--- src/rtl/cpubus_pkg.sv ---
package cpubus_pkg;

   typedef enum logic [2:0] {
      ST_IDLE      = 3'd0,
      ST_WR_SAMPLE = 3'd1,
      ST_WR_ACK    = 3'd2,
      ST_RD_FETCH  = 3'd3,
      ST_RD_DRIVE  = 3'd4,
      ST_RD_DONE   = 3'd5,
      ST_DISCARD   = 3'd6
   } cyc_state_e;

   function automatic int idx_width(input int depth);
      return (depth > 1) ? $clog2(depth) : 1;
   endfunction

endpackage

--- src/rtl/cpubus_sync.sv ---
module cpubus_sync #(
   parameter int             WIDTH     = 1,
   parameter int             STAGES    = 2,
   parameter logic [WIDTH-1:0] INIT_VAL = '0
) (
   input  logic             clk,
   input  logic             rst_n,
   input  logic [WIDTH-1:0] d,
   output logic [WIDTH-1:0] q
);

   if (STAGES < 2) begin : g_bad_stages
      $error("cpubus_sync: STAGES must be at least 2");
   end
   if (WIDTH < 1) begin : g_bad_width
      $error("cpubus_sync: WIDTH must be at least 1");
   end

   logic [STAGES-1:0][WIDTH-1:0] chain_q;

   for (genvar s = 0; s < STAGES; s++) begin : g_stage
      if (s == 0) begin : g_first
         always_ff @(posedge clk or negedge rst_n) begin
            if (!rst_n) chain_q[s] <= INIT_VAL;
            else        chain_q[s] <= d;
         end
      end else begin : g_next
         always_ff @(posedge clk or negedge rst_n) begin
            if (!rst_n) chain_q[s] <= INIT_VAL;
            else        chain_q[s] <= chain_q[s-1];
         end
      end
   end

   assign q = chain_q[STAGES-1];

endmodule

--- src/rtl/cpubus_regfile.sv ---
module cpubus_regfile
   import cpubus_pkg::*;
#(
   parameter int ADDR_W   = 11,
   parameter int DATA_W   = 32,
   parameter int NUM_REGS = 16
) (
   input  logic              clk,
   input  logic              rst_n,
   input  logic [ADDR_W-1:0] addr,
   input  logic              wr_en,
   input  logic [DATA_W-1:0] wr_data,
   output logic [DATA_W-1:0] rd_data
);

   localparam int IDX_W = idx_width(NUM_REGS);

   if (NUM_REGS < 1) begin : g_bad_depth
      $error("cpubus_regfile: NUM_REGS must be at least 1");
   end

   logic [NUM_REGS-1:0][DATA_W-1:0] regs_q;
   logic [IDX_W-1:0]                idx;
   logic                            hit;

   assign hit = (32'(addr) < NUM_REGS);
   assign idx = addr[IDX_W-1:0];

   for (genvar r = 0; r < NUM_REGS; r++) begin : g_reg
      always_ff @(posedge clk or negedge rst_n) begin
         if (!rst_n) begin
            regs_q[r] <= '0;
         end else if (wr_en && hit && (32'(idx) == r)) begin
            regs_q[r] <= wr_data;
         end
      end
   end

   always_comb begin
      rd_data = '0;
      if (hit) rd_data = regs_q[idx];
   end

   // a write outside the mapped range leaves the whole bank untouched
   p_unmapped_write_r9: assert property (@(posedge clk) disable iff (!rst_n)
      (wr_en && !hit) |=> $stable(regs_q));

   // a mapped write lands in the addressed register
   p_mapped_write_r3: assert property (@(posedge clk) disable iff (!rst_n)
      (wr_en && hit) |=> (regs_q[$past(idx)] == $past(wr_data)));

   // without a write the bank holds
   p_hold_no_write_r3: assert property (@(posedge clk) disable iff (!rst_n)
      !wr_en |=> $stable(regs_q));

endmodule

--- src/rtl/cpubus_ctrl.sv ---
module cpubus_ctrl
   import cpubus_pkg::*;
#(
   parameter int ADDR_W = 11,
   parameter int DATA_W = 32
) (
   input  logic              clk,
   input  logic              rst_n,
   input  logic              s_sel_n,
   input  logic              s_wr_n,
   input  logic              s_rd_n,
   input  logic [ADDR_W-1:0] s_addr,
   input  logic [DATA_W-1:0] s_data,
   input  logic [DATA_W-1:0] rf_rdata,
   output logic [ADDR_W-1:0] rf_addr,
   output logic              wr_commit,
   output logic [DATA_W-1:0] wr_data,
   output logic [DATA_W-1:0] rd_data,
   output logic              drive_en,
   output logic              ready
);

   cyc_state_e        state_q;
   logic              sel_a, wr_a, rd_a;
   logic              wr_a_q, rd_a_q;
   logic              wr_fall, rd_fall;
   logic              rd_keep;
   logic [ADDR_W-1:0] addr_q;
   logic [DATA_W-1:0] data_q;
   logic [DATA_W-1:0] rdata_q;
   logic              oe_q, rdy_q, commit_q;

   assign sel_a   = ~s_sel_n;
   assign wr_a    = ~s_wr_n;
   assign rd_a    = ~s_rd_n;
   assign wr_fall = wr_a & ~wr_a_q;
   assign rd_fall = rd_a & ~rd_a_q;
   assign rd_keep = sel_a & rd_a & ~wr_a;

   always_ff @(posedge clk or negedge rst_n) begin
      if (!rst_n) begin
         state_q  <= ST_IDLE;
         wr_a_q   <= 1'b0;
         rd_a_q   <= 1'b0;
         addr_q   <= '0;
         data_q   <= '0;
         rdata_q  <= '0;
         oe_q     <= 1'b0;
         rdy_q    <= 1'b0;
         commit_q <= 1'b0;
      end else begin
         wr_a_q   <= wr_a;
         rd_a_q   <= rd_a;
         commit_q <= 1'b0;
         case (state_q)
            ST_IDLE: begin
               oe_q  <= 1'b0;
               rdy_q <= 1'b0;
               if (sel_a && (wr_fall || rd_fall)) begin
                  addr_q <= s_addr;
                  if (wr_a && rd_a) state_q <= ST_DISCARD;
                  else if (wr_a)    state_q <= ST_WR_SAMPLE;
                  else              state_q <= ST_RD_FETCH;
               end
            end
            ST_WR_SAMPLE: begin
               if (!sel_a || rd_a) begin
                  state_q <= ST_DISCARD;
               end else begin
                  data_q <= s_data;
                  if (!wr_a) begin
                     commit_q <= 1'b1;
                     state_q  <= ST_IDLE;
                  end else begin
                     rdy_q   <= 1'b1;
                     state_q <= ST_WR_ACK;
                  end
               end
            end
            ST_WR_ACK: begin
               if (!sel_a || rd_a) begin
                  rdy_q   <= 1'b0;
                  state_q <= ST_DISCARD;
               end else if (!wr_a) begin
                  rdy_q    <= 1'b0;
                  commit_q <= 1'b1;
                  state_q  <= ST_IDLE;
               end else begin
                  data_q <= s_data;
               end
            end
            ST_RD_FETCH: begin
               if (!rd_keep) begin
                  state_q <= ST_DISCARD;
               end else begin
                  rdata_q <= rf_rdata;
                  oe_q    <= 1'b1;
                  state_q <= ST_RD_DRIVE;
               end
            end
            ST_RD_DRIVE: begin
               if (!rd_keep) begin
                  oe_q    <= 1'b0;
                  state_q <= ST_DISCARD;
               end else begin
                  rdy_q   <= 1'b1;
                  state_q <= ST_RD_DONE;
               end
            end
            ST_RD_DONE: begin
               if (!rd_keep) begin
                  oe_q    <= 1'b0;
                  rdy_q   <= 1'b0;
                  state_q <= (wr_a || rd_a) ? ST_DISCARD : ST_IDLE;
               end
            end
            default: begin
               oe_q  <= 1'b0;
               rdy_q <= 1'b0;
               if (!wr_a && !rd_a) state_q <= ST_IDLE;
            end
         endcase
      end
   end

   assign rf_addr   = addr_q;
   assign wr_commit = commit_q;
   assign wr_data   = data_q;
   assign rd_data   = rdata_q;
   assign drive_en  = oe_q;
   assign ready     = rdy_q;

   // with both strobes idle, ready is released on the next clock
   p_rdy_idle_r5: assert property (@(posedge clk) disable iff (!rst_n)
      (!wr_a && !rd_a) |=> !rdy_q);

   // drive enable only follows a selected read strobe
   p_oe_gate_r6: assert property (@(posedge clk) disable iff (!rst_n)
      oe_q |-> $past(sel_a && rd_a));

   // in a read, data is on the bus before ready is raised
   p_data_first_r4: assert property (@(posedge clk) disable iff (!rst_n)
      ($rose(rdy_q) && (state_q == ST_RD_DONE)) |-> $past(oe_q));

   // read data holds while the cycle is complete
   p_rdata_hold_r4: assert property (@(posedge clk) disable iff (!rst_n)
      ((state_q == ST_RD_DONE) && $past(state_q == ST_RD_DONE)) |-> $stable(rdata_q));

   // no commit without chip select
   p_commit_sel_r2: assert property (@(posedge clk) disable iff (!rst_n)
      commit_q |-> $past(sel_a));

   // no commit while a read strobe is present
   p_commit_no_rd_r8: assert property (@(posedge clk) disable iff (!rst_n)
      commit_q |-> $past(!rd_a));

   // a commit is a single-cycle pulse
   p_commit_pulse_r3: assert property (@(posedge clk) disable iff (!rst_n)
      commit_q |=> !commit_q);

endmodule

--- src/rtl/cpubus_slave.sv ---
module cpubus_slave
   import cpubus_pkg::*;
#(
   parameter int ADDR_W       = 11,
   parameter int DATA_W       = 32,
   parameter int NUM_REGS     = 16,
   parameter int SYNC_STAGES  = 2,
   parameter bit OE_PIN_GATE  = 1'b1
) (
   input  logic              clk,
   input  logic              rst_n,
   input  logic              bus_sel_n,
   input  logic              bus_wr_n,
   input  logic              bus_rd_n,
   input  logic [ADDR_W-1:0] bus_addr,
   input  logic [DATA_W-1:0] bus_data_i,
   output logic [DATA_W-1:0] bus_data_o,
   output logic              bus_data_oe,
   output logic              bus_rdy_n
);

   localparam int PAY_W = ADDR_W + DATA_W;

   if (ADDR_W < 1 || ADDR_W > 30) begin : g_bad_addr
      $error("cpubus_slave: ADDR_W out of range");
   end
   if (DATA_W < 1) begin : g_bad_data
      $error("cpubus_slave: DATA_W must be positive");
   end
   if (NUM_REGS < 1 || NUM_REGS > (1 << ADDR_W)) begin : g_bad_regs
      $error("cpubus_slave: NUM_REGS does not fit the address space");
   end

   logic [2:0]        ctl_sync;
   logic [PAY_W-1:0]  pay_sync;
   logic [ADDR_W-1:0] rf_addr;
   logic [DATA_W-1:0] rf_rdata;
   logic [DATA_W-1:0] wr_data;
   logic              wr_commit;
   logic              drive_en;
   logic              ready;

   cpubus_sync #(
      .WIDTH    (3),
      .STAGES   (SYNC_STAGES),
      .INIT_VAL (3'b111)
   ) u_ctl_sync (
      .clk   (clk),
      .rst_n (rst_n),
      .d     ({bus_sel_n, bus_wr_n, bus_rd_n}),
      .q     (ctl_sync)
   );

   cpubus_sync #(
      .WIDTH    (PAY_W),
      .STAGES   (SYNC_STAGES),
      .INIT_VAL ('0)
   ) u_pay_dly (
      .clk   (clk),
      .rst_n (rst_n),
      .d     ({bus_addr, bus_data_i}),
      .q     (pay_sync)
   );

   cpubus_ctrl #(
      .ADDR_W (ADDR_W),
      .DATA_W (DATA_W)
   ) u_ctrl (
      .clk       (clk),
      .rst_n     (rst_n),
      .s_sel_n   (ctl_sync[2]),
      .s_wr_n    (ctl_sync[1]),
      .s_rd_n    (ctl_sync[0]),
      .s_addr    (pay_sync[PAY_W-1:DATA_W]),
      .s_data    (pay_sync[DATA_W-1:0]),
      .rf_rdata  (rf_rdata),
      .rf_addr   (rf_addr),
      .wr_commit (wr_commit),
      .wr_data   (wr_data),
      .rd_data   (bus_data_o),
      .drive_en  (drive_en),
      .ready     (ready)
   );

   cpubus_regfile #(
      .ADDR_W   (ADDR_W),
      .DATA_W   (DATA_W),
      .NUM_REGS (NUM_REGS)
   ) u_regs (
      .clk     (clk),
      .rst_n   (rst_n),
      .addr    (rf_addr),
      .wr_en   (wr_commit),
      .wr_data (wr_data),
      .rd_data (rf_rdata)
   );

   if (OE_PIN_GATE) begin : g_oe_pin
      assign bus_data_oe = drive_en & ~bus_sel_n & ~bus_rd_n;
   end else begin : g_oe_reg
      assign bus_data_oe = drive_en;
   end

   assign bus_rdy_n = ~ready;

   // ready is released and the bus is not driven out of reset
   p_reset_quiet_r1: assert property (@(posedge clk) disable iff (!rst_n)
      $rose(rst_n) |-> (bus_rdy_n && !bus_data_oe));

endmodule

--- config.mk ---
export PLATFORM = sky130hd
export DESIGN_NAME = cpubus_slave
export DESIGN_NICKNAME = d
export VERILOG_FILES = /design/src/rtl/cpubus_pkg.sv /design/src/rtl/cpubus_sync.sv /design/src/rtl/cpubus_regfile.sv /design/src/rtl/cpubus_ctrl.sv /design/src/rtl/cpubus_slave.sv
export SDC_FILE = /design/constraint.sdc
export NUM_CORES = 1
export LEC_CHECK = 0
export CORE_MARGIN = 4
export CORE_UTILIZATION = 55
export DETAILED_ROUTE_END_ITERATION = 6
export DONT_BUFFER_PORTS = 1
export GPL_ROUTABILITY_DRIVEN = 0
export PLACE_DENSITY = 0.81
export SETUP_SLACK_MARGIN = 0.4
export SYNTH_ARGS = -nofsm -noshare
export SYNTH_HDL_FRONTEND = slang
export SYNTH_SLANG_ARGS = --single-unit
--- constraint.sdc ---
create_clock -name clk -period 4.3 [get_ports clk]
set_input_delay 0.43 -clock clk [delete_from_list [all_inputs] [get_ports clk]]
set_output_delay 0.43 -clock clk [all_outputs]
set_load 0.02 [all_outputs]
==> results.py <==
metrics = {
    "status": {
        "status": "finished with violations",
        "failed_checks": "hold timing, slew limit",
    },
    "finish": {
        "nets": 1854,
        "drive_gt1_share_pct": 45.94,
        "instances_no_fill": 2541,
        "final_common_cell": "dfrtp_1",
        "antennaDiodeCount": 0,
        "syn2layout_area_growth_pct": 12.53,
        "mostFrequentLayoutCells": "dfrtp_1 (677), mux2_2 (516), mux4_2 (126)",
    },
    "sta": {
        "fin_ws_ps": 1374,
        "report.final.slew_viol_count": 364,
        "hold_violations": 509,
        "setup_tns_ps": 0,
        "tightestPinTransition_ps": 2154,
        "setup_viol": 0,
        "slew_headroom_pct": -43.58,
        "rsz0062_at_grt": "no",
        "max_clock_freq_mhz": 341.8,
        "fin_skew_ps": 26.66,
        "finalCritPeriodShare_pct": 68.04,
        "layout_min_cycle_time_ps": 2926,
        "whs_ps": -473.7,
    },
    "yosys": {
        "synth_edf_count": 0,
        "ys_ff_latch": 687,
        "yosysWarnings": 0,
        "syn-cell-area_um2": 29030,
        "async_reset_ff_share_pct": 100.0,
        "syn_area_per_cell_um2": 16.13,
        "synth_cells": 1800,
        "seq_area_frac_synth_pct": 59.24,
        "ys.flop_type": "dfrtp_1",
        "synth_cell_types": 49,
        "synth_fp_nets": 1848,
    },
    "worst_setup_path": {
        "critPathCaptureType": "register",
        "cp.buffers_inverters": 1,
        "crit_family": "simple AND/OR/NAND/NOR gates",
        "critPathSlowestCell": "or3_2",
        "r2r-start": "u_ctrl.rf_addr[2]",
        "critPathLaunch": "u_ctrl.rf_addr[2]",
        "cp.required_ps": 4770,
        "worstPathMaxFanout": 31,
        "worstSetupPathType": "reg -> reg",
        "crit_chain": "nor4_4 -> nand2_2 -> or3_2 -> buf_4 -> mux2_4",
        "cp_data_arrival_time_ps": 3400,
        "slowest_delay_ps": 840,
        "start_kind": "register",
    },
    "routing": {
        "drt_iter0_drc": 1314,
        "vias": 15662,
        "firstDrtPassIters": 4,
        "viasPerCell": 6.164,
        "ant_nets": 0,
        "detail_route.wl_per_cell_um": 24.40,
        "drt_drc_violations_left": 0,
        "routed_wl_um": 61990,
    },
    "cts": {
        "htree_levels": 3,
        "path_clk_slew_ps": 60,
        "cts.path.max_buffers": 3,
        "clock_latency_ps": 610,
        "cts_setup_buffers": 0,
        "clock-sinks": 687,
        "clock-root-buffer": "clkbuf_16",
        "ctsResizeCount": 0,
        "cts-hold-fix-buffers": 46,
        "numCtsBuffers": 72,
        "cts_tree": "done",
    },
    "pwr": {
        "power_frac_comb_pct": 13.6,
        "clkPwrFrac_pct": 39.2,
        "ir_drop_uv": 467.5,
        "p_int_uw": 12100,
        "swShare_pct": 28.04,
        "p_per_area_nw_per_um2": 514.8,
        "p_leak_uw": 0.01537,
        "p_sw_uw": 4715,
        "p_seq_share_pct": 47.1,
    },
    "die": {
        "core_um2": 51820,
        "die_x_um": 237.8,
        "dieArea_um2": 56530,
        "ios": 82,
        "chipHeight_um": 237.8,
        "initial_core_util_pct": 56.02,
        "fp-row-count": 83,
    },
    "place": {
        "post-place-ws_ps": 1388,
        "portBuffers": 0,
        "dp.final_hpwl_um": 34470,
        "placedCellCount": 2366,
    },
    "grt": {
        "grt-ovfl-total": 0,
        "grt_pass1_wl_um": 99810,
        "grt_max_degree": 688,
        "antenna_found_initial": 0,
        "grt_usage_pct": 22.48,
        "grt_pass1_vias": 17148,
    },
    "run": {
        "maxCapViolations": 0,
    },
    "worst_hold_path": {
        "hp-class": "in -> async",
    },
}
layout make-up:
cell class | instances | area, um2
multi-input cells | 960 | 11210
inverters | 6 | 22.52
repair buffers | 79 | 833.3
fillers | 3579 | 19150
clock buffers | 102 | 2141
clock inverters | 27 | 404.1
well taps | 680 | 850.8
flip-flops and latches | 687 | 17210
Yosys cell counts (2+ instances only):
master | count | area [um2]
nand3b_1 | 24 | 180.2
mux2i_1 | 24 | 240.2
mux4_2 | 126 | 2838
nand2_1 | 57 | 214.0
o22ai_1 | 3 | 18.77
a32o_1 | 32 | 320.3
nor3b_1 | 2 | 15.01
a21oi_1 | 6 | 30.03
buf_2 | 60 | 300.3
mux2_2 | 516 | 5811
a211oi_1 | 2 | 15.01
nor4_4 | 4 | 85.08
inv_1 | 6 | 22.52
buf_4 | 13 | 97.59
o21a_1 | 2 | 15.01
clkbuf_1 | 32 | 120.1
nand3_1 | 14 | 70.07
a211o_1 | 10 | 87.58
buf_6 | 5 | 56.30
nand4_1 | 2 | 12.51
mux2_4 | 30 | 450.4
nor2b_1 | 12 | 75.07
nor2_1 | 18 | 67.56
buf_1 | 37 | 138.9
nor3_1 | 2 | 10.01
dfrtp_1 | 681 | 17040
dfstp_2 | 6 | 157.7
nand2b_1 | 35 | 219.0
or3_1 | 2 | 12.51
mux2_1 | 10 | 112.6
o21ai_0 | 9 | 45.04
through the flow:
stage	instance area (um2)	util [%]	power, uW
floorplan	29030	-	9549
global placement	29660	57.24	10190
detailed placement	29660	57.24	10280
CTS	32670	63.04	16950
global route	32670	63.04	17510
finish	32670	63.04	16820
final timing paths:
check | endpoint | slack, ps | cells past startpoint
max | u_regs.regs_q[361] | 1370 | 5
min | u_regs.regs_q[7] | -470 | 0
max reg2reg | u_regs.regs_q[361] | 1370 | 5
min reg2reg | u_pay_dly.q[30] | 330 | 0
max in group asynchronous | u_ctrl.rf_addr[2] | 2800 | 0
min in group clk | u_pay_dly.q[30] | 330 | 0
cell families (layout without fill, tap and decap cells):
group / Yosys count / count (layout) / synth area share, %
multiplexers: 706 / 706 / 32.56
XOR/XNOR: 1 / 1 / 0.03017
adder cells (fa/ha/maj): 1 / 1 / 0.03448
AND/OR/NAND/NOR: 180 / 180 / 3.534
buffers and inverters: 153 / 214 / 2.534
AO/OA/AOI/OAI: 72 / 72 / 2.069
flip-flops: 687 / 687 / 59.24
power groups by stage:
stage | combinational, uW | clock, uW | sequential (uW)
detailed placement | 2260 | 0 | 8020
floorplan | 2300 | 0 | 7250
global route | 2470 | 7010 | 8040
CTS | 2310 | 6720 | 7910
finish | 2290 | 6600 | 7930
global placement | 2220 | 0 | 7960
state kept, by name, summed over array words and instances, names as in the netlist:
| register | count |
|---|---|
| u_ctrl.ready | 1 |
| u_ctrl.wr_data | 32 |
| u_regs.regs_q | 512 |
| u_ctrl.rf_addr | 11 |
| u_ctrl.state_q | 3 |
| u_ctrl.drive_en | 1 |
| u_ctrl.wr_a_q | 1 |
| u_ctl_sync.q | 3 |
| u_pay_dly.q | 43 |
| u_ctrl.wr_commit | 1 |
| u_ctrl.rd_data | 32 |
| u_pay_dly.chain_q | 43 |
| u_ctrl.rd_a_q | 1 |
| u_ctl_sync.chain_q | 3 |
worst reg2reg max path, cell delays in order (launching register included):
cell,delay [ps]
dfrtp_4,680
nor4_4,400
nand2_2,170
or3_2,850
buf_4,380
mux2_4,330
routing by layer:
layer / vias up / track usage [%] / part of all wire (%)
met4: 0 / 5.644 / 2.2
met3: 103 / 4.560 / 5.4
li1: 6610 / - / -
met2: 383 / 36.16 / 49
met5: - / 0 / 0
met1: 8566 / 32.06 / 44
Power figures use the tool's default switching activity.
